### src/rtl/sqa_pkg.sv
package sqa_pkg;

  // Stamp width: enough bits to cover 2*n*tmax cycles counted in ticks of `tick` cycles.
  function automatic int unsigned stamp_width(input int unsigned n,
                                              input int unsigned tmax,
                                              input int unsigned tick);
    int unsigned span;
    int unsigned w;
    span = (2 * n * tmax + tick - 1) / tick;
    w = 1;
    while (w < 31 && (32'd1 << w) < span) w = w + 1;
    return w;
  endfunction

  // Age of a stamp relative to the current time, modulo 2^w.
  function automatic logic [31:0] wrap_age(input logic [31:0] now,
                                           input logic [31:0] stamp,
                                           input int unsigned w);
    logic [31:0] mask;
    mask = (w >= 32) ? 32'hFFFF_FFFF : ((32'd1 << w) - 32'd1);
    return (now - stamp) & mask;
  endfunction

  // True when age a should beat the current best age b (strictly older).
  function automatic logic beats(input logic [31:0] a, input logic [31:0] b);
    return a > b;
  endfunction

endpackage

### src/rtl/sqa_time_base.sv
module sqa_time_base #(
  parameter int unsigned TICK_DIV = 1,
  parameter int unsigned STAMP_W  = 6
) (
  input  logic               clk,
  input  logic               rst_n,
  output logic [STAMP_W-1:0] now_o
);

  logic tick;

  generate
    if (TICK_DIV <= 1) begin : g_every
      assign tick = 1'b1;
    end else begin : g_div
      localparam int unsigned DIV_W = $clog2(TICK_DIV);
      localparam logic [DIV_W-1:0] LAST = DIV_W'(TICK_DIV - 1);
      logic [DIV_W-1:0] div_q;
      always_ff @(posedge clk or negedge rst_n) begin
        if (!rst_n)              div_q <= '0;
        else if (div_q == LAST)  div_q <= '0;
        else                     div_q <= div_q + 1'b1;
      end
      assign tick = (div_q == LAST);
    end
  endgenerate

  logic [STAMP_W-1:0] now_q;
  always_ff @(posedge clk or negedge rst_n) begin
    if (!rst_n)    now_q <= '0;
    else if (tick) now_q <= now_q + 1'b1;
  end

  assign now_o = now_q;

endmodule

### src/rtl/sqa_req_slot.sv
module sqa_req_slot #(
  parameter int unsigned STAMP_W = 6
) (
  input  logic               clk,
  input  logic               rst_n,
  input  logic               req_i,
  input  logic [STAMP_W-1:0] now_i,
  input  logic               granted_i,
  input  logic               release_i,
  output logic               held_o,
  output logic [STAMP_W-1:0] stamp_o
);

  logic               held_q;
  logic [STAMP_W-1:0] stamp_q;

  // Events named for visibility.
  logic capture_w;
  logic withdraw_w;
  assign capture_w  = !held_q && req_i && !release_i;
  assign withdraw_w = held_q && !req_i && !granted_i;

  always_ff @(posedge clk or negedge rst_n) begin
    if (!rst_n) begin
      held_q  <= 1'b0;
      stamp_q <= '0;
    end else if (release_i) begin
      held_q  <= 1'b0;
    end else if (withdraw_w) begin
      held_q  <= 1'b0;
    end else if (capture_w) begin
      held_q  <= 1'b1;
      stamp_q <= now_i;
    end
  end

  assign held_o  = held_q;
  assign stamp_o = stamp_q;

endmodule

### src/rtl/sqa_oldest_pick.sv
module sqa_oldest_pick #(
  parameter int unsigned NUM_REQ = 4,
  parameter int unsigned STAMP_W = 6,
  parameter int unsigned IDX_W   = 2
) (
  input  logic [STAMP_W-1:0]              now_i,
  input  logic [NUM_REQ-1:0]              elig_i,
  input  logic [NUM_REQ-1:0][STAMP_W-1:0] stamp_i,
  output logic [NUM_REQ-1:0][STAMP_W-1:0] age_o,
  output logic                            found_o,
  output logic [IDX_W-1:0]                win_idx_o,
  output logic [STAMP_W-1:0]              win_age_o
);

  logic [NUM_REQ-1:0][STAMP_W-1:0] age_w;

  generate
    for (genvar i = 0; i < NUM_REQ; i++) begin : g_age
      logic [31:0] full_age;
      assign full_age = sqa_pkg::wrap_age(32'(now_i), 32'(stamp_i[i]), STAMP_W);
      assign age_w[i] = full_age[STAMP_W-1:0];
    end
  endgenerate

  // Linear scan; strict comparison keeps the lower index on equal ages.
  always_comb begin
    found_o   = 1'b0;
    win_idx_o = '0;
    win_age_o = '0;
    for (int i = 0; i < NUM_REQ; i++) begin
      if (elig_i[i] &&
          (!found_o || sqa_pkg::beats(32'(age_w[i]), 32'(win_age_o)))) begin
        found_o   = 1'b1;
        win_idx_o = IDX_W'(i);
        win_age_o = age_w[i];
      end
    end
  end

  assign age_o = age_w;

endmodule

### src/rtl/sqa_grant_ctrl.sv
module sqa_grant_ctrl #(
  parameter int unsigned NUM_REQ = 4,
  parameter int unsigned IDX_W   = 2
) (
  input  logic               clk,
  input  logic               rst_n,
  input  logic               found_i,
  input  logic [IDX_W-1:0]   win_idx_i,
  input  logic               done_i,
  output logic [NUM_REQ-1:0] grant_o,
  output logic               issue_o,
  output logic [NUM_REQ-1:0] release_o
);

  logic [NUM_REQ-1:0] grant_q;
  logic               busy_w;
  logic               finish_w;

  assign busy_w    = |grant_q;
  assign finish_w  = busy_w && done_i;
  assign issue_o   = !busy_w && found_i;
  assign release_o = grant_q & {NUM_REQ{done_i}};

  always_ff @(posedge clk or negedge rst_n) begin
    if (!rst_n)        grant_q <= '0;
    else if (finish_w) grant_q <= '0;
    else if (issue_o)  grant_q <= NUM_REQ'(1) << win_idx_i;
  end

  assign grant_o = grant_q;

endmodule

### src/rtl/stamp_queue_arbiter.sv
module stamp_queue_arbiter #(
  parameter int unsigned NUM_REQ     = 4,
  parameter int unsigned MAX_SERVICE = 8,
  parameter int unsigned TICK_DIV    = 1
) (
  input  logic               clk,
  input  logic               rst_n,
  input  logic [NUM_REQ-1:0] req_i,
  input  logic               done_i,
  output logic [NUM_REQ-1:0] grant_o
);

  localparam int unsigned STAMP_W = sqa_pkg::stamp_width(NUM_REQ, MAX_SERVICE, TICK_DIV);
  localparam int unsigned IDX_W   = (NUM_REQ > 1) ? $clog2(NUM_REQ) : 1;

  logic [STAMP_W-1:0]              now_w;
  logic [NUM_REQ-1:0]              held_w;
  logic [NUM_REQ-1:0]              elig_w;
  logic [NUM_REQ-1:0][STAMP_W-1:0] stamp_w;
  logic [NUM_REQ-1:0][STAMP_W-1:0] age_w;
  logic [NUM_REQ-1:0]              release_w;
  logic                            found_w;
  logic [IDX_W-1:0]                win_idx_w;
  logic [STAMP_W-1:0]              win_age_w;
  logic                            issue_w;

  sqa_time_base #(.TICK_DIV(TICK_DIV), .STAMP_W(STAMP_W)) u_time (
    .clk   (clk),
    .rst_n (rst_n),
    .now_o (now_w)
  );

  generate
    for (genvar i = 0; i < NUM_REQ; i++) begin : g_slot
      sqa_req_slot #(.STAMP_W(STAMP_W)) u_slot (
        .clk       (clk),
        .rst_n     (rst_n),
        .req_i     (req_i[i]),
        .now_i     (now_w),
        .granted_i (grant_o[i]),
        .release_i (release_w[i]),
        .held_o    (held_w[i]),
        .stamp_o   (stamp_w[i])
      );
    end
  endgenerate

  // Only slots whose request is still high compete.
  assign elig_w = held_w & req_i;

  sqa_oldest_pick #(.NUM_REQ(NUM_REQ), .STAMP_W(STAMP_W), .IDX_W(IDX_W)) u_pick (
    .now_i     (now_w),
    .elig_i    (elig_w),
    .stamp_i   (stamp_w),
    .age_o     (age_w),
    .found_o   (found_w),
    .win_idx_o (win_idx_w),
    .win_age_o (win_age_w)
  );

  sqa_grant_ctrl #(.NUM_REQ(NUM_REQ), .IDX_W(IDX_W)) u_ctrl (
    .clk       (clk),
    .rst_n     (rst_n),
    .found_i   (found_w),
    .win_idx_i (win_idx_w),
    .done_i    (done_i),
    .grant_o   (grant_o),
    .issue_o   (issue_w),
    .release_o (release_w)
  );

endmodule

### config.mk
export PLATFORM = sky130hd
export DESIGN_NAME = stamp_queue_arbiter
export DESIGN_NICKNAME = d
export VERILOG_FILES = /design/src/rtl/sqa_pkg.sv /design/src/rtl/sqa_time_base.sv /design/src/rtl/sqa_req_slot.sv /design/src/rtl/sqa_oldest_pick.sv /design/src/rtl/sqa_grant_ctrl.sv /design/src/rtl/stamp_queue_arbiter.sv
export SDC_FILE = /design/constraint.sdc
export NUM_CORES = 1
export LEC_CHECK = 0
export ABC_AREA = 1
export BUFFER_PORTS_ARGS = -buffer_cell sky130_fd_sc_hd__buf_2
export CAP_MARGIN = 20
export CORE_MARGIN = 2
export CORE_UTILIZATION = 45
export CTS_CLUSTER_DIAMETER = 30
export CTS_CLUSTER_SIZE = 40
export DETAILED_ROUTE_END_ITERATION = 6
export SYNTH_ARGS = -nofsm -noshare
export SYNTH_HDL_FRONTEND = slang
export SYNTH_SLANG_ARGS = --single-unit
export TNS_END_PERCENT = 20
### constraint.sdc
create_clock -name clk -period 14 [get_ports clk]
set_input_delay 1.4 -clock clk [delete_from_list [all_inputs] [get_ports clk]]
set_output_delay 1.4 -clock clk [all_outputs]
set_load 0.02 [all_outputs]
# Word-level counts from Yosys, hierarchy flattened
# Index checks and enable logic that the tools add are counted.
totals:
  register_bits: 38
  output_inout_bits: 4
classes:
  mux: 24
  n_reduce_logical: 54
  n_bitwise: 10
  shift: 1
  add_sub_neg: 5
  magnitude_cmp: 3
op_table:
  columns: ["operator", "count"]
  rows:
  - ["$sub A6 B6 Y6", 4]
  - ["$logic_and A1 B1 Y1", 21]
  - ["$logic_not A1 Y1", 20]
  - ["$gt A6 B6 Y1", 3]
  - ["$mux W6", 3]
  - ["$mux W1", 17]
  - ["$reduce_and A3 Y1", 4]
  - ["$reduce_bool A3 Y1", 4]
  - ["$and A4 B4 Y4", 2]
  - ["$mux W4", 2]
  - ["$not A1 Y1", 8]
  - ["$add A6 B1 Y6 const B", 1]
  - ["$mux W2", 2]
  - ["$reduce_or A4 Y1", 1]
  - ["$shl A1 B2 Y4 const A", 1]
  - ["$logic_or A1 B1 Y1", 3]
  - ["$reduce_bool A2 Y1", 1]

# Logic depth before layout (Yosys ltp)
logic_depth:
  ltp_word: 17
  ltp_mapped: 44
  ltp_nobuf: 43

# Modules after synthesis
# Synthesis repeated with hierarchy kept, for this count alone.
unflattened:
  cells_unflattened: 484
  hier_area_um2: 3495.9
modules_own_cells:
  columns: ["mod", "n_inst", "area_per_inst_um2", "cells_each"]
  rows:
  - ["sqa_oldest_pick", 1, 1781.7, 295]
  - ["sqa_req_slot", 4, 299.0, 31]
  - ["sqa_time_base", 1, 246.5, 23]
  - ["sqa_grant_ctrl", 1, 241.5, 34]
  - ["stamp_queue_arbiter", 1, 30.0, 8]

# Least setup slack after synthesis
# Ideal clock, no wire load.
synth_timing:
  kind: "input -> register"
  from: "in req_i[0]"
  to: "reg u_ctrl.grant_q[2], in the netlist u_ctrl.grant_o[2]"
  n_path_buf: 1
  required_time_ns: 13.879
  t_arrival_ns: 4.674
  cell_stages: 35
  slack_ns: 9.205
  path_cell_list: "nand2_1 > inv_1 > nand2_1 > nor2_1 > inv_1 > ha_1 > nand2_1 > nor2_1 > nand3_1 > nand2_1 > nand2_2 > nand2_2 > nand2_1 > and2_1 > ha_1 > nand2_1 > nor2_2 > nand2_1 > nand3_1 > nand2_1 > nand2_1 > nand2_2 > buf_6 > nand3_1 > nand2_1 > ha_1 > nand2_1 > nor2_1 > nand2_1 > nand3_1 > nand2_1 > nand2_1 > nand2_1 > nand3_1 > o21ai_1"
synth_via:
  elab_chain_len: 17
  word_cells_on_any_way: 28
  cone_classes: "3 x order compare; 1 x shift; 12 x mux; 1 x bitwise; 11 x reduce/logical"
synth_rtl:
  columns: ["item", "line_no", "source"]
  rows:
  - ["from (decl)", "stamp_queue_arbiter.sv:8", "input logic [NUM_REQ-1:0] req_i,"]
  - ["$and A4 B4 Y4 (*)", "stamp_queue_arbiter.sv:49", "assign elig_w = held_w & req_i;"]
  - ["$mux W6 / $mux W1 (equally long branches)", "sqa_oldest_pick.sv:31", "if (elig_i[i] &&"]
  - ["$gt A6 B6 Y1 / $logic_not A1 Y1 (equally long branches)", "sqa_pkg.sv:26, sqa_oldest_pick.sv:32", null]
  - ["$logic_or A1 B1 Y1", "sqa_oldest_pick.sv:32", "(!found_o || sqa_pkg::beats(32'(age_w[i]), 32'(win_age_o)))) begin"]
  - ["$logic_and A1 B1 Y1", "sqa_oldest_pick.sv:31", null]
  - ["$mux W6 / $mux W1 (equally long branches)", "sqa_oldest_pick.sv:31", null]
  - ["$gt A6 B6 Y1 / $logic_not A1 Y1 (equally long branches)", "sqa_pkg.sv:26, sqa_oldest_pick.sv:32", null]
  - ["$logic_or A1 B1 Y1", "sqa_oldest_pick.sv:32", null]
  - ["$logic_and A1 B1 Y1", "sqa_oldest_pick.sv:31", null]
  - ["$mux W6 / $mux W1 (equally long branches)", "sqa_oldest_pick.sv:31", null]
  - ["$gt A6 B6 Y1 / $logic_not A1 Y1 (equally long branches)", "sqa_pkg.sv:26, sqa_oldest_pick.sv:32", null]
  - ["$logic_or A1 B1 Y1", "sqa_oldest_pick.sv:32", null]
  - ["$logic_and A1 B1 Y1", "sqa_oldest_pick.sv:31", null]
  - ["$mux W2", "sqa_oldest_pick.sv:31", null]
  - ["$shl A1 B2 Y4", "sqa_grant_ctrl.sv:27", "else if (issue_o) grant_q <= NUM_REQ'(1) << win_idx_i;"]
  - ["$mux W4", "sqa_grant_ctrl.sv:27", null]
  - ["$mux W4", "sqa_grant_ctrl.sv:26", "else if (finish_w) grant_q <= '0;"]
  - ["to (signal assigned)", "sqa_grant_ctrl.sv:27", null]
  - ["to (decl)", "sqa_grant_ctrl.sv:15", "logic [NUM_REQ-1:0] grant_q;"]
# Every way passes the cells marked *; elsewhere a longest branch is shown, timed or not. The select of a mux whose other input is x is not followed.
# A chain may end at the register's enable or synchronous reset.

# Final worst setup path
layout_timing:
  from: "reg u_time.now_q[0], in the netlist u_time.now_o[0]"
  to: "reg u_ctrl.grant_q[2], in the netlist u_ctrl.grant_o[2]"
layout_via:
  elab_chain_len: 17
  word_cells_on_any_way: 29
  cone_classes: "4 x add/sub; 3 x order compare; 1 x shift; 11 x mux; 10 x reduce/logical"
layout_rtl:
  columns: ["item", "line_no", "source"]
  rows:
  - ["from (decl)", "sqa_time_base.sv:28", "logic [STAMP_W-1:0] now_q;"]
  - ["from (signal assigned)", "sqa_time_base.sv:31", "else if (tick) now_q <= now_q + 1'b1;"]
  - ["$sub A6 B6 Y6", "sqa_pkg.sv:21", "return (now - stamp) & mask;"]
  - ["$mux W6", "sqa_oldest_pick.sv:31", null]
  - ["$gt A6 B6 Y1", "sqa_pkg.sv:26", "return a > b;"]
  - ["$logic_or A1 B1 Y1", "sqa_oldest_pick.sv:32", null]
  - ["$logic_and A1 B1 Y1", "sqa_oldest_pick.sv:31", null]
  - ["$mux W6 / $mux W1 (equally long branches)", "sqa_oldest_pick.sv:31", null]
  - ["$gt A6 B6 Y1 / $logic_not A1 Y1 (equally long branches)", "sqa_pkg.sv:26, sqa_oldest_pick.sv:32", null]
  - ["$logic_or A1 B1 Y1", "sqa_oldest_pick.sv:32", null]
  - ["$logic_and A1 B1 Y1", "sqa_oldest_pick.sv:31", null]
  - ["$mux W6 / $mux W1 (equally long branches)", "sqa_oldest_pick.sv:31", null]
  - ["$gt A6 B6 Y1 / $logic_not A1 Y1 (equally long branches)", "sqa_pkg.sv:26, sqa_oldest_pick.sv:32", null]
  - ["$logic_or A1 B1 Y1", "sqa_oldest_pick.sv:32", null]
  - ["$logic_and A1 B1 Y1", "sqa_oldest_pick.sv:31", null]
  - ["$mux W2", "sqa_oldest_pick.sv:31", null]
  - ["$shl A1 B2 Y4", "sqa_grant_ctrl.sv:27", null]
  - ["$mux W4", "sqa_grant_ctrl.sv:27", null]
  - ["$mux W4", "sqa_grant_ctrl.sv:26", null]
# Parallel ways exist; a longest one is shown, timed or not. The select of a mux whose other input is x is not followed.

==> summary.md <==
| Metric | Value |
|---|---|
| Result of the run | `finished clean` |
| Post-DP Area | `around 0.0032 mm²` |
| Num CTS Buffers | `5` |
| Count of boundary I/O pins | `11` |
| Clock transition at path regs | `around 70 ps` |
| Share of final-layout standard cells stronger than drive strength 1 | `5.88%` |
| DRT Pass-1 Iters | `5` |
| Later-pin clock latency in the skew report | `roughly 290 ps` |
| Post-CTS Resized | `0` |
| Standard cell with the maximum stage delay on the critical path | `sky130_fd_sc_hd__dfrtp_1` |
| Post-Synthesis Mean Instance Area | `between 7 and 8 µm²` |
| Vias/cell | `~4.9` |
| Detailed-route via count | `between 2000 and 2500` |
| Pin count of the biggest net entering global routing | `39` |
| Endpoint arrival time on the critical path | `5520 ps` |
| Core Footprint | `0.00668 mm²` |
| Yosys cell types | `30` |
| Netlist area before placement | `0.00307 mm²` |
| Hold bufs inserted after CTS | `0` |
| Part of the Yosys area used for sequential elements | `30.9%` |
| Most instantiated library cell after synthesis | `sky130_fd_sc_hd__nand2_1` |
| Starting utilization of the core area | `46.0%` |
| Worst stage delay on the critical path | `between 300 and 400 ps` |
| Overall overflow remaining after global route | `0` |
| Max cap viols | `0` |
| Post-route fraction of the period consumed by the critical path | `a little under two fifths` |
| Routed wire length per instance | `about 13 µm` |
| Relative area change from synthesis to final layout | `5.58%` |
| Kind of cell adding the most delay to the critical path | `simple AND/OR/NAND/NOR gates` |
| FF-to-FF setup slack | `8650 ps` |
| # Post-CTS Setup Buffers | `0` |
| Most frequent cells after synthesis | `sky130_fd_sc_hd__nand2_1 (123), sky130_fd_sc_hd__inv_1 (74), sky130_fd_sc_hd__ha_1 (39), sky130_fd_sc_hd__dfrtp_1 (38), sky130_fd_sc_hd__nand3_1 (29)` |
| Top achievable clock speed | `187 MHz` |
| Cells after synthesis | `419` |
| Worst Path Buf+Inv | `4` |
| Synth Net Count | `between 400 and 500` |
| Post-route DRC | `0` |
| Post-synthesis cell type with the largest combined area | `sky130_fd_sc_hd__dfrtp_1` |
| Number of storage elements in the synthesis netlist | `38` |
| Antenna diode instance count | `0` |
| Clock root buffer | `sky130_fd_sc_hd__clkbuf_8` |
| Worst Max-Slew Pin Slew | `856 ps` |
| Y dimension of the die | `between 80 and 90 µm` |
| Synth area leaders | `sky130_fd_sc_hd__dfrtp_1 (31%), sky130_fd_sc_hd__ha_1 (16%), sky130_fd_sc_hd__nand2_1 (15%)` |
| Unrepaired setup endpoints after global routing | `no` |
| Final core utilization | `48.6%` |
| Number of DRC violations after detailed-routing iteration 0 | `124` |
| Critical Path Sink Type | `flip-flop` |
| Final hold vios | `0` |
| Total number of yosys warnings | `0` |
| Rows | `30` |
| Total setup violations reported at the end of the flow | `0` |
| Startpoint-to-endpoint class of the critical path | `reg2reg` |
| Largest fanout of any net on the critical path | `12` |
| Initial antenna violation count | `0` |
| Largest buffer count on any clock path | `2` |
| Post-synth ARST share | `100%` |
| Required time worst endpoint | `around 14000 ps` |
| Die Width | `86.6 µm` |
| Kind of start point of the critical path | `flip-flop` |
| Post-route cell area | `roughly 0.0032 mm²` |
| Post-route total power | `around 710 µW` |
| Final Critical Period | `5350 ps` |
| Pleak | `approximately 1.8 nW` |
| Vias in the first global route | `2292` |
| Final count of pins violating max slew | `0` |
| Number of synthesized flops with an enable pin | `0` |
| WL final | `6800 µm` |
| Count of nets after finishing | `between 400 and 500` |
| Wire length of the first global-routing pass | `11700 µm` |
| Total negative slack | `0 ps` |
| Die area | `0.00751 mm²` |
| Overall Global Routing Usage | `about a fifth` |
| Share of the synthesized area in the top cell type | `between 30% and 40%` |
| Power Dens Cells | `~220 mW/mm²` |
| CTS tree | `built` |
| Worst slew margin relative to its limit | `~43%` |
| Total of fill cells in the finished design | `around 680` |
| Post-route clock skew | `8.38 ps` |
| Remaining antenna violation count | `0` |
| Leading register cell type out of synthesis | `sky130_fd_sc_hd__dfrtp_1` |
| Total number of clock tree sinks | `38` |
| Number of H-tree levels | `2` |
| Most prevalent standard cell on the critical path | `sky130_fd_sc_hd__nand2_1` |
| Peak supply drop | `about 0.000099 V` |
| Weighted congestion reported at the end of routability-driven placement | `~0.90` |
| Min-delay worst type | `reg2reg` |
| HPWL after detailed placement | `between 5000 and 6000 µm` |
| Worst hold-check slack | `just under 500 ps` |
| Quantity of I/O buffers inserted on ports | `10` |
path summary, 6_finish.rpt:
kind                                        startpoint                     endpoint  cells past startpoint
min reg2reg                g_slot[0].u_slot.stamp_o[1]  g_slot[0].u_slot.stamp_o[1]                      2
max in group asynchronous                        rst_n      g_slot[3].u_slot.held_o                      1
max                                    u_time.now_o[0]            u_ctrl.grant_o[2]                     39
max reg2reg                            u_time.now_o[0]            u_ctrl.grant_o[2]                     39
min                        g_slot[0].u_slot.stamp_o[1]  g_slot[0].u_slot.stamp_o[1]                      2
min in group asynchronous                        rst_n  g_slot[0].u_slot.stamp_o[3]                      1
flip-flops by register name, indices dropped and copies added (netlist names):
register,count
g_slot.u_slot.stamp_o,24
u_ctrl.grant_o,4
g_slot.u_slot.held_o,4
u_time.now_o,6
metrics by stage:
step / setup WS (ps) / std cells
after floorplan: 9200 / 419
after CTS: 8650 / 505
final: 8650 / 505
after global placement: 8680 / 499
after global routing: 8060 / 505
after detailed placement: 8600 / 499
final cells by class:
type                       instances  area, µm²  area share, %
sequential                        38        951           29.3
multi-input combinational        295       1780           54.7
clock buffer                       6       82.6           2.55
tap                               80        100           3.09
timing repair buffer              10       50.0           1.54
inverter                          76        285           8.79
worst min-delay path, stage by stage, from the launching register on:
cell and delay, ps:
sky130_fd_sc_hd__dfrtp_1 350, sky130_fd_sc_hd__nand2_1 50, sky130_fd_sc_hd__o21ai_0 60
placed cells by master (no fill, tap or decap), drive strengths merged:
cell	count
a21oi	13
a31o	1
a31oi	2
and2	6
buf	10
clkbuf	6
dfrtp	38
fa	4
ha	39
inv	76
nand2	126
nand3	29
nand3b	5
nand4	5
nor2	13
nor3	1
o211ai	4
o21ai	26
o21bai	1
o22ai	1
or2	3
xnor2	2
xor2	14
per-layer routing:
layer / wire length [µm] / vias to the layer above / global-route usage (%)
met5: 0 / - / 0
met4: 68 / 0 / 5.68
met3: 149 / 6 / 2.76
met2: 2960 / 25 / 31.2
met1: 3620 / 1110 / 30.1
li1: - / 1332 / -
power breakdown:
group / switching, mW / internal, mW / total, mW
Clock: 0.0370 / 0.0380 / 0.0750
Sequential: 0.0282 / 0.153 / 0.181
Combinational: 0.280 / 0.177 / 0.457
cells by family after synthesis:
logic type      share of synthesized area [%]
xor+xnor                                 4.56
flops                                    30.9
compound gates                           8.47
fa+ha+maj                                18.5
buf+inv                                  11.3
simple gates                             26.3
(Power assumes the default switching activity.)
